## config.mk

```make
export PLATFORM = sky130hd
export DESIGN_NAME = lvl_irq_qualifier
export DESIGN_NICKNAME = d
export VERILOG_FILES = /design/src/rtl/irqq_pkg.sv /design/src/rtl/irqq_sync.sv /design/src/rtl/irqq_try_cnt.sv /design/src/rtl/irqq_fsm.sv /design/src/rtl/lvl_irq_qualifier.sv
export SDC_FILE = /design/constraint.sdc
export NUM_CORES = 1
export LEC_CHECK = 0
export ABC_AREA = 1
export ABC_CLOCK_PERIOD_IN_PS = 2500
export BUFFER_PORTS_ARGS = -buffer_cell sky130_fd_sc_hd__buf_4
export CAP_MARGIN = 20
export CORE_AREA = 8 8 45 47
export CTS_BUF_LIST = sky130_fd_sc_hd__clkbuf_4
export DETAILED_ROUTE_END_ITERATION = 10
export DIE_AREA = 0 0 53 55
export PLACE_DENSITY_LB_ADDON = 0.2
export SLEW_MARGIN = 25
export SYNTH_ARGS = -nofsm -noshare
export SYNTH_HDL_FRONTEND = slang
export SYNTH_SLANG_ARGS = --single-unit
```

## constraint.sdc

```tcl
create_clock -name clk -period 2.5 [get_ports clk]
set_clock_uncertainty 0.1 [all_clocks]
set_input_delay 0.25 -clock clk [delete_from_list [all_inputs] [get_ports clk]]
set_output_delay 0.25 -clock clk [all_outputs]
set_load 0.01 [all_outputs]
```

## src/rtl/irqq_pkg.sv

```systemverilog
package irqq_pkg;
  typedef enum logic [1:0] {
    Q_IDLE   = 2'd0,
    Q_FIRST  = 2'd1,
    Q_SECOND = 2'd2
  } qstate_t;
endpackage

```

## src/rtl/irqq_sync.sv

```systemverilog
module irqq_sync #(
  parameter int STAGES = 2
) (
  input  logic clk,
  input  logic rst_n,
  input  logic d_in,
  output logic q_out
);
  logic [STAGES-1:0] chain;

  generate
    for (genvar i = 0; i < STAGES; i++) begin : g_stage
      always_ff @(posedge clk or negedge rst_n) begin
        if (!rst_n) chain[i] <= 1'b0;
        else if (i == 0) chain[i] <= d_in;
        else chain[i] <= chain[(i == 0) ? 0 : i-1];
      end
    end
  endgenerate

  assign q_out = chain[STAGES-1];

  // the output repeats the input from STAGES edges earlier (checked here for the last stage)
  p_sync_delay_r2: assert property (@(posedge clk) disable iff (!rst_n)
    $past(rst_n) |-> (q_out == $past(chain[(STAGES > 1) ? STAGES-2 : 0])));
endmodule

```

## src/rtl/irqq_try_cnt.sv

```systemverilog
module irqq_try_cnt #(
  parameter int MAX_TRIES = 8
) (
  input  logic clk,
  input  logic rst_n,
  input  logic clr,
  input  logic inc,
  output logic last_try
);
  localparam int CW = (MAX_TRIES > 1) ? $clog2(MAX_TRIES) : 1;
  localparam logic [CW-1:0] LAST = CW'(MAX_TRIES - 1);

  logic [CW-1:0] cnt;

  always_ff @(posedge clk or negedge rst_n) begin
    if (!rst_n) cnt <= '0;
    else if (clr) cnt <= '0;
    else if (inc && cnt != LAST) cnt <= cnt + 1'b1;
  end

  assign last_try = (cnt == LAST);

  // the attempt count never passes its limit
  p_tries_bound_r6: assert property (@(posedge clk) disable iff (!rst_n)
    cnt <= LAST);
  // a clear always restarts counting from the first attempt
  p_clear_restarts_r6: assert property (@(posedge clk) disable iff (!rst_n)
    clr |=> (cnt == '0));
endmodule

```

## src/rtl/irqq_fsm.sv

```systemverilog
module irqq_fsm
  import irqq_pkg::*;
(
  input  logic clk,
  input  logic rst_n,
  input  logic smp,
  input  logic evt,
  input  logic last_try,
  output logic cnt_clr,
  output logic cnt_inc,
  output logic irq_q,
  output logic busy
);
  qstate_t st;
  logic    first_smp;
  logic    pair_match;

  assign pair_match = (smp == first_smp);
  assign cnt_clr    = (st == Q_IDLE);
  assign cnt_inc    = (st == Q_SECOND) && !pair_match;
  assign busy       = (st != Q_IDLE);

  always_ff @(posedge clk or negedge rst_n) begin
    if (!rst_n) begin
      st        <= Q_IDLE;
      first_smp <= 1'b0;
      irq_q     <= 1'b0;
    end else begin
      irq_q <= 1'b0;
      unique case (st)
        Q_IDLE:   if (evt) st <= Q_FIRST;
        Q_FIRST: begin
          first_smp <= smp;
          st        <= Q_SECOND;
        end
        Q_SECOND: begin
          if (pair_match) begin
            irq_q <= smp;
            st    <= Q_IDLE;
          end else if (last_try) begin
            st <= Q_IDLE;
          end else begin
            st <= Q_FIRST;
          end
        end
        default: st <= Q_IDLE;
      endcase
    end
  end

  // an event taken while idle opens the qualification window
  p_evt_starts_r3: assert property (@(posedge clk) disable iff (!rst_n)
    (!busy && evt) |=> busy);
  // the qualified pulse lasts one clock
  p_pulse_width_r4: assert property (@(posedge clk) disable iff (!rst_n)
    irq_q |=> !irq_q);
  // the window closes together with the pulse
  p_pulse_closes_r4: assert property (@(posedge clk) disable iff (!rst_n)
    irq_q |-> !busy);
  // a low agreeing pair never yields a pulse
  p_low_drop_r5: assert property (@(posedge clk) disable iff (!rst_n)
    (st == Q_SECOND && pair_match && !smp) |=> (!irq_q && !busy));
  // an event while busy does not move the state out of its sequence
  p_busy_evt_r7: assert property (@(posedge clk) disable iff (!rst_n)
    (st == Q_FIRST) |=> (st == Q_SECOND));
  // no pulse can follow an idle clock
  p_idle_quiet_r8: assert property (@(posedge clk) disable iff (!rst_n)
    !busy |=> !irq_q);
endmodule

```

## src/rtl/lvl_irq_qualifier.sv

```systemverilog
module lvl_irq_qualifier #(
  parameter int SYNC_STAGES = 2,
  parameter int MAX_TRIES   = 8
) (
  input  logic clk,
  input  logic rst_n,
  input  logic pin_raw,
  input  logic edge_evt,
  output logic irq_out,
  output logic busy
);
  logic smp;
  logic cnt_clr;
  logic cnt_inc;
  logic last_try;

  irqq_sync #(.STAGES(SYNC_STAGES)) u_sync (
    .clk   (clk),
    .rst_n (rst_n),
    .d_in  (pin_raw),
    .q_out (smp)
  );

  irqq_try_cnt #(.MAX_TRIES(MAX_TRIES)) u_cnt (
    .clk      (clk),
    .rst_n    (rst_n),
    .clr      (cnt_clr),
    .inc      (cnt_inc),
    .last_try (last_try)
  );

  irqq_fsm u_fsm (
    .clk      (clk),
    .rst_n    (rst_n),
    .smp      (smp),
    .evt      (edge_evt),
    .last_try (last_try),
    .cnt_clr  (cnt_clr),
    .cnt_inc  (cnt_inc),
    .irq_q    (irq_out),
    .busy     (busy)
  );

  // outputs are quiet on the first clock out of reset
  p_reset_quiet_r1: assert property (@(posedge clk) disable iff (!rst_n)
    !$past(rst_n) |-> (!irq_out && !busy));
endmodule

```

==> metrics.txt, run 1 <==
routing usage on met3=0.02674; status=completed; largest net degree at the start of global routing=10; Clock Tree Root=clkbuf_4; placer congestion estimate=between 0.6 and 0.7; Synth Warn #=0; Detail Placement HPWL=approximately 490 microns; VDD IR-drop max=between 0.3 and 0.4 mV; Max Slew Vio Count=0; Syn Area/Cell=around 11 sq um; GRT Total Usage=0.05350; final number of hold-violating endpoints=0; FF+latch area=225.2 sq um; Netlist Area Pre-Place=between 300 and 400 sq um; worst r2r src=u_cnt.cnt[0]; IO buf count=5; Routed WL=607 microns; drt first pass iters=1; setup bufs post-CTS=0; routed vias=around 270; Core Area=roughly 0.0014 sq mm; CP arrival=~1.1 ns; Setup TNS=0 ns; Max FO, Critical Path=5; setup violators final=0; total power=approximately 0.46 mW; EDFF count, synth=0; die height=roughly 55 microns; Worst-Margin Slew=approximately 0.27 ns; die area=roughly 0.0029 sq mm; grt ovf=0; Net Count, Synth=43; met1 Use GR=0.05304; Skew-Pair Late Insertion Delay=between 0.2 and 0.3 ns; dpl cells=56; Initial Utilization=0.2776; worst min-delay path startpoint=edge_evt; ANT cells=0; initial antenna violation count=0; Peak Freq=0.6691 GHz; register area share after synthesis=0.5863; synth top area cells=dfrtp_1 59%, ha_1 9.8%, nand2_1 6.8%, nand3_1 6.5%, inv_1 3.9%; Worst EP required=2.15 ns; fin crit period=roughly 1.5 ns; Via density=between 4 and 5; period utilization=0.5978; Leakage Power=0.2681 nW; CP startpoint=u_fsm.st[0]; top_reg_cell synth=dfrtp_1; most used routing layer=met2; area leader, netlist=dfrtp_1; placed cell area=around 430 sq um; Pwr per Cell Area=approximately 960 mW/mm^2; CP Capture Type=output port; Yosys top cell area share=0.5863; final instance count without filler cells=62; Worst R2R Setup Slack=1.01 ns; worst hold path type=in -> reg; CTS max path bufs=2; Synth top cells by count=9 x dfrtp_1, 7 x nand2_1, 5 x nand3_1, 4 x inv_1, 3 x ha_1; Setup crit start kind=flip-flop; routed length per instance=roughly 10 microns; TritonCTS Sinks=9; Placement Rows=14; IO Pins=6; Synth cell types=12; area of the multi-input gates=around 130 sq um; CTS H-Tree Depth=1; Final nets=between 50 and 60; initial DRC count=0; Setup CP Type=reg -> out; Routed Antenna Nets=0; RSZ-0062 raised after global routing=false; vias in the first global route=260; top-count cell post-synth=dfrtp_1; GR Util met2=0.07422; asr flop ratio synth=1.000; Max Cap Violations=0; first-pass GRT wire length=around 1000 microns; fillers=141; Remaining DRCs=0; TritonCTS Buffers=3; clock-pin slew on the worst setup and hold paths=0.07 ns; Syn Inst Count=36; layout cells sized above 1=0.2391; die width=roughly 53 microns; Slew headroom=0.8198; fin area=approximately 480 sq um; CTS Hold Buffers Added=2; CTS tree=built; Area Overhead vs Synth=24.43%; post_cts resized=0; register bit count reported by yosys=9
==> path summary, 6_finish.rpt <==
path | end | cells after the start
max in group asynchronous | u_cnt.cnt[1] | 2
setup / recovery | busy | 2
hold reg to reg | u_sync.q_out | 0
setup reg to reg | u_cnt.cnt[0] | 6
hold / removal | u_fsm.st[0] | 3
min in group asynchronous | u_fsm.irq_q | 2
==> worst max-delay path: stages (launching register included) <==
cell and delay, ns:
dfrtp_1 0.41, or2_1 0.30, buf_4 0.17
==> sequential cells by signal, summed over array words and instances (netlist names) <==
name,count
u_fsm.st,2
u_sync.chain,1
u_sync.q_out,1
u_fsm.first_smp,1
u_fsm.irq_q,1
u_cnt.cnt,3
==> cell type report <==
cell class              count  area share
clock buffers               3     0.04712
clock inverters             1     0.01047
inverters                   4     0.03141
multi-input cells          22      0.2775
flip-flops and latches      9      0.4712
well taps                  16     0.04188
repair buffers              7      0.1204
==> power breakdown <==
part           switching (mW)  internal, mW  total, mW
clock                  0.0554        0.0592      0.115
combinational          0.0885        0.0584      0.147
sequential             0.0195         0.180      0.199
total                   0.163         0.297      0.461
==> cells by family after synthesis <==
| kind of cell | Yosys count | share of synthesized area |
|---|---|---|
| AOI/OAI and AO/OA | 1 | 0.02281 |
| adders and majority gates | 3 | 0.09773 |
| buffers and inverters | 5 | 0.06839 |
| DFF | 9 | 0.5863 |
| and+or+nand+nor | 18 | 0.2248 |
==> metal layers <==
layer,vias up,part of all wire
li1,136,-
met1,124,0.44
met2,9,0.41
met3,3,0.099
met4,0,0.048
met5,-,0
==> per-stage QoR <==
step	setup WS, ns	util	hold slack (ns)
2_1_floorplan	1.127	-	-0.1456
5_1_grt	0.9006	0.3454	0.1521
6_report	1.006	0.3454	0.1389
3_5_place_dp	1.004	0.3110	-0.02007
3_3_place_gp	1.057	0.3110	-0.02363
4_1_cts	0.9831	0.3454	0.1316
==> layout by cell type (no fill, tap or decap) <==
master         instances
o21ai_2                1
nand3_1                5
inv_1                  4
dlygate4sd3_1          2
nand3b_1               1
dfrtp_1                9
nor2_1                 2
nand2_2                1
ha_1                   3
clkinv_2               1
clkbuf_4               3
nand2_1                7
nor3b_1                1
buf_4                  5
or2_1                  1
Note: power is estimated with default switching activity, not from simulation.
==> run 2, diff against run 1 <==
- ABC_AREA: 1 -> 0
- ABC_CLOCK_PERIOD_IN_PS: 2500 -> 1400
- CORE_AREA: 8 8 45 47 -> not set
- CORE_MARGIN: not set -> 8
- CORE_UTILIZATION: not set -> 30
- DIE_AREA: 0 0 53 55 -> not set
- clock period: 2.5 -> 1.4 ns (I/O delays scaled with it)
==> metrics.txt, run 2 <==
status=completed (unchanged); largest register by flop count=u_cnt.cnt (unchanged); Max Cap Violations=0 (unchanged); CTS max path bufs=2 (unchanged); CP Capture Type=output port (unchanged); FF+latch area=226.5 sq um (was 225.2 sq um); drt first pass iters=4 (was 1); fillers=127 (was 141); Worst-Margin Slew=0.2194 ns (was 0.2693 ns); worst path buffer plus inverter count=1 (unchanged); Yosys top cell area share=0.5625 (was 0.5863); CP peak stage delay=0.45 ns (was 0.41 ns); clock-pin slew on the worst setup and hold paths=0.06 ns (was 0.07 ns); Initial Utilization=0.3156 (was 0.2776); worst hold path type=in -> reg (unchanged); IO buf count=5 (unchanged); asr flop ratio synth=1.000 (unchanged); worst r2r src=u_cnt.cnt[0] (unchanged); Max FO, Critical Path=6 (was 5); final number of hold-violating endpoints=0 (unchanged); Placement Rows=13 (was 14); Synth cell types=18 (was 12); Final nets=54 (unchanged); VDD IR-drop max=0.8904 mV (was 0.3737 mV); fin crit period=between 1 and 1.5 ns; CTS H-Tree Depth=1 (unchanged); EDFF count, synth=0 (unchanged); initial DRC count=2 (was 0); register area share after synthesis=0.5625 (was 0.5863); Worst EP required=1.16 ns (was 2.15 ns); setup slack at placement=-0.01720 ns (was 1.004 ns); dpl cells=53 (was 56); CTS tree=built (unchanged); IO Pins=6 (unchanged); TritonCTS Buffers=3 (unchanged); Core Area=0.001269 sq mm (was 0.001384 sq mm); initial antenna violation count=0 (unchanged); CP arrival=1.12 ns (was 1.14 ns); worst path cell trace=or2_1 -> buf_4 (unchanged); Syn Inst Count=34 (was 36); CP max-delay cell=dfrtp_1 (unchanged); Core Util, Final=0.4329 (was 0.3454); Net Count, Synth=41 (was 43); area leader, netlist=dfrtp_1 (unchanged); worst min-delay path startpoint=edge_evt (unchanged); top_reg_cell synth=dfrtp_1 (unchanged); Routed WL=790 microns (was 607 microns); family with the most delay on the worst path=flip-flops (unchanged); Pwr per Cell Area=1827 mW/mm^2 (was 963.5 mW/mm^2); ANT cells=0 (unchanged); Netlist Area Pre-Place=400.4 sq um (was 384.1 sq um); Syn Area/Cell=11.78 sq um (was 10.67 sq um); die area=0.002759 sq mm (was 0.002915 sq mm); area of the multi-input gates=193.9 sq um (was 132.6 sq um); Largest register FFs=3 (unchanged); routed length per instance=12.95 microns (was 9.790 microns); Max Slew Vio Count=0 (unchanged); Detail Placement HPWL=560.2 microns (was 485.2 microns); Synth Warn #=0 (unchanged); die width=52.53 microns (was 53 microns); final worst slack=0.04341 ns (was 1.006 ns); Clock Tree Root=clkbuf_4 (unchanged); Routed Antenna Nets=0 (unchanged); Slew headroom=0.8537 (was 0.8198); top-count cell post-synth=dfrtp_1 (unchanged); Top Registers=u_cnt.cnt x3, u_fsm.st x2 (unchanged); commonest non-fill, non-tap cell in the layout=dfrtp_1 (unchanged); setup violators final=0 (unchanged); Setup TNS=0 ns (unchanged); largest net degree at the start of global routing=11 (was 10); final instance count without filler cells=61 (was 62); Leakage Power=0.2642 nW (was 0.2681 nW); Setup crit start kind=flip-flop (unchanged); TritonCTS Sinks=9 (unchanged); Setup CP Type=reg -> out (unchanged); grt ovf=0 (unchanged); Peak Freq=approximately 0.74 GHz; layout cells sized above 1=0.4565 (was 0.2391); register bit count reported by yosys=9 (unchanged); CP startpoint=u_fsm.st[0] (unchanged); GRT Total Usage=0.07082 (was 0.05350); die height=52.53 microns (was 55 microns); Skew-Pair Late Insertion Delay=0.27 ns (was 0.26 ns); Synth top cells by count=9 x dfrtp_1, 4 x nand3_1, 3 x ha_1, 3 x nand4_1, 2 x nand2_1 (was 9 x dfrtp_1, 7 x nand2_1, 5 x nand3_1, 4 x inv_1, 3 x ha_1); synth top area cells=dfrtp_1 56%, ha_1 9.4%, nand3_1 5.0%, nand4_1 4.7%, mux2_4 3.8% (was dfrtp_1 59%, ha_1 9.8%, nand2_1 6.8%, nand3_1 6.5%, inv_1 3.9%); most frequent cells in the layout=8 x dfrtp_1, 7 x buf_4, 4 x nand3_1, 4 x clkbuf_4, 3 x nand4_1 (was 9 x dfrtp_1, 7 x nand2_1, 5 x nand3_1, 5 x buf_4, 4 x inv_1); vias in the first global route=301 (was 260); routed vias=293 (was 272); Remaining DRCs=0 (unchanged); first-pass GRT wire length=1373 microns (was 1048 microns); Area Overhead vs Synth=37.19% (was 24.43%); placer congestion estimate=0.8137 (was 0.6080); Via density=4.803 (was 4.387); period utilization=0.9690
-- run 2: cell families (layout without fill, tap and decap cells) --
kind of cell	Yosys count	after routing	synth area share
muxes	2	2	0.06249
and+or+nand+nor	15	15	0.2188
buffers and inverters	3	15	0.03749
adders and majority gates	3	3	0.09376
AOI/OAI and AO/OA	2	2	0.02498
DFF	9	9	0.5625
-- run 2: layer usage --
layer,vias to the layer above,share of wire,track usage
met5,-,0,0
met4,0,0.046,0.06466
met3,5,0.077,0.03693
met2,9,0.43,0.08300
met1,138,0.45,0.08809
li1,141,-,-
-- run 2: tightest hold or removal path, delay by kind of cell --
| family | cells | cell delay (ns) |
|---|---|---|
| AND/OR/NAND/NOR | 1 | 0.08 |
| multiplexers | 1 | 0.05 |
| buffers and inverters | 1 | 0.07 |
-- run 2: repair_timing --
| action | CTS | global route |
|---|---|---|
| gates resized for setup | 3 | 4 |
| endpoints found under the setup margin | 5 | 5 |
| hold endpoints to repair | 10 | 0 |
| setup buffers | 0 | 2 |
| hold buffers | 2 | 0 |
| pin swaps | 1 | 0 |
-- run 2: path summary, 6_finish.rpt --
| path | end | slack [ns] | depth (start not counted) |
|---|---|---|---|
| min in group asynchronous | u_fsm.irq_q | 0.13 | 2 |
| max in group asynchronous | u_fsm.st[1] | 0.92 | 2 |
| max reg2reg | u_cnt.cnt[0] | 0.06 | 5 |
| min reg2reg | u_sync.q_out | 0.25 | 0 |
| min | u_fsm.st[0] | 0.02 | 3 |
| max | busy | 0.04 | 2 |
-- run 2: area by class of cell --
class	count	area share
flip-flops and latches	9	0.4123
multi-input cells	22	0.3531
well taps	15	0.03417
clock buffers	4	0.05467
inverters	2	0.01367
repair buffers	9	0.1321
-- run 2: stage by stage --
stage | hold slack, ns | cell area (sq um) | total power, mW
2_1_floorplan | -0.2556 | 400.4 | 0.5893
3_3_place_gp | -0.1316 | 449.2 | 0.6599
3_5_place_dp | -0.1295 | 449.2 | 0.6811
4_1_cts | 0.01817 | 506.7 | 0.9332
5_1_grt | 0.05794 | 549.3 | 1.076
6_report | 0.02037 | 549.3 | 1.004
-- run 2: power by group --
group / leakage (nW) / switching [mW] / internal [mW]
combinational: 0.132 / 0.188 / 0.209
sequential: 0.114 / 0.0584 / 0.321
clock: 0.0184 / 0.0967 / 0.130
==> run 3, diff against run 2 <==
- ABC_AREA: 0 -> 1
- CORE_AREA: not set -> 8 8 45 47
- CORE_MARGIN: 8 -> not set
- CORE_UTILIZATION: 30 -> not set
- DIE_AREA: not set -> 0 0 53 55
==> metrics.txt, run 3 (synthesis results as in run 1) <==
worst min-delay path startpoint=edge_evt (unchanged); drt first pass iters=4 (unchanged); final worst slack=0.06418 ns (was 0.04341 ns); Remaining DRCs=0 (unchanged); CP max-delay cell=dfrtp_1 (unchanged); Core Area=0.001384 sq mm (was 0.001269 sq mm); initial antenna violation count=0 (unchanged); TritonCTS Sinks=9 (unchanged); CP Capture Type=output port (unchanged); layout cells sized above 1=0.3542 (was 0.4565); status=completed (unchanged); grt ovf=0 (unchanged); Detail Placement HPWL=518.2 microns (was 560.2 microns); clock-pin slew on the worst setup and hold paths=0.06 ns (about the same); Final nets=56 (was 54); Via density=4.266 (was 4.803); Max Slew Vio Count=0 (unchanged); commonest non-fill, non-tap cell in the layout=dfrtp_1 (unchanged); ANT cells=0 (unchanged); Worst R2R Path Depth=6 (was 5); family with the most delay on the worst path=flip-flops (unchanged); initial DRC count=3 (was 2); CP startpoint=u_fsm.st[0] (unchanged); Pwr per Cell Area=1793 mW/mm^2 (was 1827 mW/mm^2); worst r2r src=u_cnt.cnt[0] (unchanged); Peak Freq=0.7486 GHz (was 0.7371 GHz); most frequent cells in the layout=9 x dfrtp_1, 7 x nand2_1, 7 x buf_4 (was 8 x dfrtp_1, 7 x buf_4, 4 x nand3_1, 4 x clkbuf_4, 3 x nand4_1); die height=55 microns (was 52.53 microns); Top Registers=u_cnt.cnt x3, u_fsm.st x2 (unchanged); final hold slack=0.04195 ns (was 0.02037 ns); placer congestion estimate=0.6369 (was 0.8137); worst hold path type=in -> reg (unchanged); largest net degree at the start of global routing=10 (was 11); CP peak stage delay=0.40 ns (was 0.45 ns); CTS H-Tree Depth=1 (unchanged); setup slack at placement=-0.02002 ns (was -0.01720 ns); Area Overhead vs Synth=33.55% (was 37.19%); total power=0.9200 mW (was 1.004 mW); fin area=513.0 sq um (was 549.3 sq um); die width=53 microns (was 52.53 microns); final instance count without filler cells=64 (was 61); setup violators final=0 (unchanged); Core Util, Final=0.3707 (was 0.4329); final number of hold-violating endpoints=0 (unchanged); Setup crit start kind=flip-flop (unchanged); Largest register FFs=3 (unchanged); Leakage Power=0.2780 nW (was 0.2642 nW); fin crit period=1.336 ns (was 1.357 ns); largest register by flop count=u_cnt.cnt (unchanged); vias in the first global route=305 (was 301); Routed Antenna Nets=0 (unchanged); RSZ-0062 raised after global routing=false; Skew-Pair Late Insertion Delay=0.25 ns (was 0.27 ns); Max Cap Violations=0 (unchanged); met1 Use GR=0.05728 (was 0.08809); CP arrival=1.10 ns (was 1.12 ns); CTS tree=built (unchanged); routed length per instance=10.56 microns (was 12.95 microns); VDD IR-drop max=0.5953 mV (was 0.8904 mV); Setup CP Type=reg -> out (unchanged); Slew headroom=0.7983 (was 0.8537); TritonCTS Buffers=3 (unchanged); GR Util met2=0.07422 (was 0.08300); die area=0.002915 sq mm (was 0.002759 sq mm); Setup TNS=0 ns (unchanged); routed vias=273 (was 293); IO buf count=5 (unchanged); Max FO, Critical Path=5 (was 6); IO Pins=6 (unchanged); GRT Total Usage=0.05666 (was 0.07082); first-pass GRT wire length=1179 microns (was 1373 microns); Worst Setup EP=busy (unchanged); placed cell area=437.9 sq um (was 449.2 sq um); worst path buffer plus inverter count=1 (unchanged); Clock Tree Root=clkbuf_4 (unchanged); Worst-Margin Slew=0.3014 ns (was 0.2194 ns); CTS max path bufs=2 (unchanged); Routed WL=676 microns (was 790 microns); Initial Utilization=0.2776 (was 0.3156); period utilization=0.9542 (was 0.9690); WP depth=2 (unchanged); dpl cells=57 (was 53); Placement Rows=14 (was 13); Worst R2R Setup Slack=0.08 ns (was 0.06 ns); most used routing layer=met2 (was met1); worst path cell trace=or2_4 -> buf_4 (was or2_1 -> buf_4); Worst EP required=1.16 ns (about the same); worst r2r dst=u_cnt.cnt[1] (was u_cnt.cnt[0]); routing usage on met3=0.04278 (was 0.03693)
[run 3: layer usage]
| layer | share of wire | wire [microns] |
|---|---|---|
| met1 | 0.43 | 293 |
| met2 | 0.45 | 306 |
| met5 | 0 | 0 |
| met3 | 0.11 | 76 |
| met4 | 0 | 0 |
[run 3: cell type report]
| class | instances | area (sq um) |
|---|---|---|
| Fill cell | 131 | 870.8 |
| Clock buffer | 4 | 30.03 |
| Inverter | 4 | 15.01 |
| Multi-Input combinational cell | 22 | 150.1 |
| Timing Repair Buffer | 9 | 72.57 |
| Tap cell | 16 | 20.02 |
| Sequential cell | 9 | 225.2 |
[run 3: worst min-delay path by stage]
stage / to / cells after the start
floorplan: u_cnt.cnt[0] / 0
global placement: u_fsm.st[0] / 1
CTS: u_fsm.st[0] / 3
global route: u_fsm.st[0] / 3
detailed placement: u_fsm.irq_q / 1
finish: u_fsm.st[0] / 3
[run 3: what timing repair did]
| action | in CTS | in global routing |
|---|---|---|
| hold endpoints to repair | 10 | 0 |
| setup buffers | 0 | 1 |
| hold buffers | 2 | 0 |
| pin swaps | 0 | 3 |
| resized for setup | 1 | 4 |
| setup endpoints to repair | 3 | 4 |
[run 3: tightest hold or removal path: stages]
cell and delay [ns]:
buf_4 0.11, inv_1 0.06, o21ai_2 0.05
[run 3: report_power, final]
part | internal [mW] | switching [mW]
clock | 0.129 | 0.0862
combinational | 0.160 | 0.188
sequential | 0.321 | 0.0366
total | 0.609 | 0.311
